[config.mk]
export PLATFORM = sky130hd
export DESIGN_NAME = port_addr_sequencer
export DESIGN_NICKNAME = d
export VERILOG_FILES = /design/src/rtl/pbac_pkg.sv /design/src/rtl/pbac_cmd_decode.sv /design/src/rtl/pbac_next_calc.sv /design/src/rtl/pbac_state_reg.sv /design/src/rtl/port_addr_sequencer.sv
export SDC_FILE = /design/constraint.sdc
export NUM_CORES = 1
export LEC_CHECK = 0
export ABC_AREA = 1
export CORE_UTILIZATION = 45
export DETAILED_ROUTE_END_ITERATION = 16
export PLACE_DENSITY = 0.92
export SETUP_SLACK_MARGIN = 0.1
export SYNTH_ARGS = -nofsm -noshare
export SYNTH_HDL_FRONTEND = slang
export SYNTH_SLANG_ARGS = --single-unit
[constraint.sdc]
create_clock -name clk -period 3.3 [get_ports clk]
set_input_delay 0.495 -clock clk [delete_from_list [all_inputs] [get_ports clk]]
set_output_delay 0.495 -clock clk [all_outputs]
set_load 0.005 [all_outputs]
[src/rtl/pbac_pkg.sv]
`timescale 1ns/1ps
package pbac_pkg;
  // Operation chosen for one clock edge; encoding is internal only.
  typedef enum logic [1:0] {
    OP_HOLD  = 2'd0,
    OP_STEP  = 2'd1,
    OP_LOAD  = 2'd2,
    OP_CLEAR = 2'd3
  } addr_op_e;
endpackage

[src/rtl/pbac_cmd_decode.sv]
`timescale 1ns/1ps
module pbac_cmd_decode
  import pbac_pkg::*;
(
  input  logic     strobe_n,
  input  logic     step_n,
  input  logic     clear_n,
  output addr_op_e op
);
  // Fixed priority: clear, then load, then step.
  always_comb begin
    if (!clear_n)       op = OP_CLEAR;
    else if (!strobe_n) op = OP_LOAD;
    else if (!step_n)   op = OP_STEP;
    else                op = OP_HOLD;
  end
endmodule

[src/rtl/pbac_next_calc.sv]
`timescale 1ns/1ps
module pbac_next_calc
  import pbac_pkg::*;
#(
  parameter int AW = 16
) (
  input  addr_op_e        op,
  input  logic [AW-1:0]   ext_addr,
  input  logic [AW-1:0]   cur,
  output logic [AW-1:0]   nxt,
  output logic            upd
);
  localparam logic [AW-1:0] ONE = AW'(1);

  always_comb begin
    upd = 1'b1;
    unique case (op)
      OP_CLEAR: nxt = '0;
      OP_LOAD:  nxt = ext_addr;
      OP_STEP:  nxt = cur + ONE;   // wraps naturally at AW bits
      default: begin
        nxt = cur;
        upd = 1'b0;
      end
    endcase
  end
endmodule

[src/rtl/pbac_state_reg.sv]
`timescale 1ns/1ps
module pbac_state_reg #(
  parameter int W = 16
) (
  input  logic         clk,
  input  logic         rst_n,
  input  logic         en,
  input  logic [W-1:0] d,
  output logic [W-1:0] q
);
  logic [W-1:0] q_nxt;

  always_comb begin
    q_nxt = q;
    if (en) q_nxt = d;
  end

  always_ff @(posedge clk or negedge rst_n) begin
    if (!rst_n) q <= '0;
    else        q <= q_nxt;
  end
endmodule

[src/rtl/port_addr_sequencer.sv]
`timescale 1ns/1ps
module port_addr_sequencer
  import pbac_pkg::*;
#(
  parameter int AW = 16
) (
  input  logic          clk,
  input  logic          rst_n,
  input  logic [AW-1:0] ext_addr,
  input  logic          strobe_n,
  input  logic          step_n,
  input  logic          clear_n,
  output logic [AW-1:0] acc_addr,
  output logic [AW-1:0] cnt_value
);
  localparam int NREG = 2;  // index 0: burst counter, 1: access address

  addr_op_e        op;
  logic [AW-1:0]   cnt_q;
  logic [AW-1:0]   q_v   [NREG];
  logic [AW-1:0]   nxt_v [NREG];
  logic            upd_v [NREG];

  pbac_cmd_decode u_dec (
    .strobe_n (strobe_n),
    .step_n   (step_n),
    .clear_n  (clear_n),
    .op       (op)
  );

  // Counter and access register each get their own next-state path;
  // both advance from the counter value so they stay aligned.
  for (genvar g = 0; g < NREG; g++) begin : g_path
    pbac_next_calc #(.AW(AW)) u_nxt (
      .op       (op),
      .ext_addr (ext_addr),
      .cur      (cnt_q),
      .nxt      (nxt_v[g]),
      .upd      (upd_v[g])
    );
    pbac_state_reg #(.W(AW)) u_reg (
      .clk   (clk),
      .rst_n (rst_n),
      .en    (upd_v[g]),
      .d     (nxt_v[g]),
      .q     (q_v[g])
    );
  end

  assign cnt_q     = q_v[0];
  assign cnt_value = q_v[0];
  assign acc_addr  = q_v[1];
endmodule

# Word level (Yosys, flattened, before mapping)
# Index checks and enable logic that the tools add are counted.
# op_classes
addsub	1
eq_ne	3
muxes	5
reduce_logical	3
# op_table
cell	count
$pmux 16 s3	1
$add 16x1->16 const B	1
$eq 2x2->1 const B	2
$mux 2	2
$reduce_bool 3->1	1
$reduce_or 3->1	1
$eq 2x1->1 const B	1
$mux 1	2
$reduce_and 2->1	1
# totals
register_bits	16
input_bits	21
output_inout_bits	32
word_cells	13

# Longest topological paths before layout
# depth
word_depth	7
mapped_depth	8
mapped_depth_nobuf	8

# By module
# From an unflattened synthesis, not the netlist that was laid out.
# unflattened
cells_unflattened	434
hier_area_um2	2735.1
# modules_own_cells
mod	n_inst	cells_each	area_per_inst_um2	seq_area_each_um2
pbac_next_calc	2	147	715.7	0.0
pbac_state_reg	2	68	644.4	400.4
pbac_cmd_decode	1	4	15.0	0.0

# Worst setup path before layout
# Ideal clock, no wire load.
# synth_path
path_type	register to register
from	reg g_path[1].u_reg.q[0] (netlist name)
to	reg g_path[1].u_reg.q[12]
arrival_ps	1169
t_required_ps	3176
path_slack_ps	2006
stages_incl_launch_ff	7
period_less_slack_ps	1294
path_cell_list	dfrtp_1 > ha_1 > nand3_2 > nor2_4 > nand3_1 > nand3_1 > nand3_1
# synth_lines
item	line_no	source
to (signal assigned)	pbac_state_reg.sv:20	else q <= q_nxt;
to (decl)	pbac_state_reg.sv:9	output logic [W-1:0] q

# Worst setup path after layout
# layout_path
from	reg g_path[1].u_reg.q[2]
to	out acc_addr[2]
# layout_lines
item	line_no	source
to (decl)	port_addr_sequencer.sv:13	output logic [AW-1:0] acc_addr,
# No word-level cell between the ends.

==> impl_metrics.ini <==
[status]
outcome = complete, no violations

[critical_path]
slowest_stage = clkdlybuf4s50_1
critPathCaptureType = primary output
crit_type = reg2out
arrival_ps = 1380
cpPeakStageDelay_ps = 560
crit_path_start_kind = register
crit_required_ps = 2800
path_delay_family = buffers and inverters
worst-path-buf-inv = 1
path_cells = clkdlybuf4s50_1
worst-path-max-fanout = 9

[power]
seq_power_share_pct = 51.1
power.switching_uw = 128
report.power.total_uw = 452
p_sw_share_pct = 28.3
leakagePower_nw = 0.733
intPower_uw = 324
power.share.combinational_pct = 25.4
peakVddDrop_mv = 0.189
p_clk_share_pct = 23.5
power.density_mw_per_mm2 = 272

[placement]
placedCellCount = 245
io_buffers = 52
hpwl_mm = 2.20
placed_area_mm2 = 0.00164
gp_congestion = 0.866

[route]
drt_iter0_drc = 23
drtPass1Iterations = 4
route.detailed.drc = 0
totalWireLength_mm = 3.00
post_drt_wl_per_cell_um = 12.1
vias = 1277
drt-vias-per-instance = 5.15
drtAntennaViolNets = 0

[run]
maxCapViolCount = 0

[cells_and_area]
largest-register = g_path.u_reg.q
stdcell_count = 248
largest_reg_flops = 16
drive_gt1_share_pct = 8.26
nNetsFinal = 242
post-route-cell-area_mm2 = 0.00166
n_antenna_cell = 0
reg.largest.list = g_path.u_reg.q (16)
syn2layout_area_growth_pct = 36.6

[sta]
finalCriticalPeriod_ps = 1870
grt_setup_unrepaired = no
max_freq_ghz = 0.535
finalSetupViolations = 0
hold_viol = 0
drv_slew = 0
relSlewSlack_pct = 50.4
whs_ps = 594
tightest_slew_ps = 742
skew_ps = 4.15
fin_setup_tns_ps = 0
final.period_utilization_pct = 56.7

[floorplanning]
die_x_um = 54.0
rows = 18
start_util_pct = 48.2
core_area_mm2 = 0.00252
io_pins = 53
die-area_mm2 = 0.00291
die_y_um = 54.0

[synth]
synth_top_area_cell = dfrtp_1
synth-seq-cells = 16
syn_area_per_cell_um2 = 6.68
yosysWarnings = 0
syn-num-nets = 204
synth.area.top_cells = dfrtp_1 (33%), nand2_1 (19%), nand3_1 (13%)
synth_cell_type_count = 22
syn_area_mm2 = 0.00122
synth_top_area_share_pct = 32.9
yosysSeqAreaShare_pct = 32.9
synthCells = 182

[global_route]
grt_first_pass_wirelength_mm = 4.92
grt_pass1_vias = 1146
antenna_found_initial = 0
gr-total-overflow = 0
track_usage_pct = 23.6
grt_max_degree = 17

[clock_network]
cts_resized = 0
clockRootBuffer = clkbuf_4
clkLatencyLatePin_ps = 290
cts_buffers = 3
cts_tree = yes
clockBufferDepth = 2
post-cts-setup-buffers = 0
cts-htree-levels = 1
postCtsHoldBufs = 0
clk_pin_slew_ps = 90
cts_sinks = 16

[hold_path]
min_path_type = reg2reg
==> per-stage QoR <==
stage | util [%] | setup slack (ps)
floorplan | - | 2010
global route | 65.9 | 1370
global placement | 65.0 | 1410
CTS | 65.9 | 1430
detailed placement | 65.0 | 1370
finish | 65.9 | 1430
==> power by group through the flow <==
stage | Clock [mW] | Sequential, mW | Combinational [mW]
3_3_place_gp | 0 | 0.234 | 0.113
5_1_grt | 0.114 | 0.235 | 0.127
2_1_floorplan | 0 | 0.231 | 0.0497
3_5_place_dp | 0 | 0.235 | 0.116
4_1_cts | 0.106 | 0.231 | 0.117
6_report | 0.106 | 0.231 | 0.115
==> metal layers <==
metal	global-route usage (%)	up-vias	wire, um
li1	-	642	-
met1	28.7	570	1220
met2	40.7	58	1450
met3	3.95	7	282
met4	9.83	0	51
met5	0	-	0
==> synth_stat cells <==
master and count:
or2_2 1, nand2_2 2, inv_1 15, dfrtp_1 16, inv_2 3, o211ai_1 3, nand3_1 31, buf_4 16
nor2_2 6, o21ai_0 2, nand4_1 4, nor2_4 1, nor2_1 10, a21oi_1 1, xor2_1 1, nand2_1 60
clkinv_1 1, buf_2 3, o21bai_1 2, o21ai_1 1, nand3_2 2, ha_1 1
==> cells by family after synthesis <==
| family | after synthesis | share of synthesized area [%] |
|---|---|---|
| AOI/OAI and AO/OA | 9 | 4.73 |
| xor gates and xnor gates | 1 | 0.720 |
| adders and majority gates | 1 | 1.03 |
| buffers and inverters | 38 | 17.0 |
| DFF | 16 | 32.9 |
| and+or+nand+nor | 117 | 43.6 |
==> final cells by class <==
class                      instances  area (um^2)
tap                               30         37.5
sequential                        16          400
timing repair buffer              52          520
multi-input combinational        128          609
inverter                          19         71.3
clock buffer                       3         22.5
fill                             231          861
==> placed cells by master (no fill, tap or decap), drive strengths merged <==
cell / count
xor2: 1
clkdlybuf4s50: 52
o211ai: 3
nor2: 17
nand3: 33
a21oi: 1
or2: 1
inv: 18
ha: 1
nand4: 4
o21ai: 3
clkbuf: 3
dfrtp: 16
clkinv: 1
o21bai: 2
nand2: 62
==> path summary, 6_finish.rpt <==
path | cells after the start | to | slack (ps) | startpoint
worst max-delay path | 1 | acc_addr[2] | 1430 | g_path[1].u_reg.q[2]
worst min-delay path | 2 | g_path[1].u_reg.q[15] | 590 | g_path[1].u_reg.q[15]
worst max register to register | 6 | g_path[1].u_reg.q[10] | 1810 | g_path[1].u_reg.q[0]
worst min register to register | 2 | g_path[1].u_reg.q[15] | 590 | g_path[1].u_reg.q[15]
max in group asynchronous | 1 | g_path[1].u_reg.q[11] | 2200 | rst_n
min in group asynchronous | 1 | g_path[1].u_reg.q[0] | 630 | rst_n
Note: power is estimated with default switching activity, not from simulation.
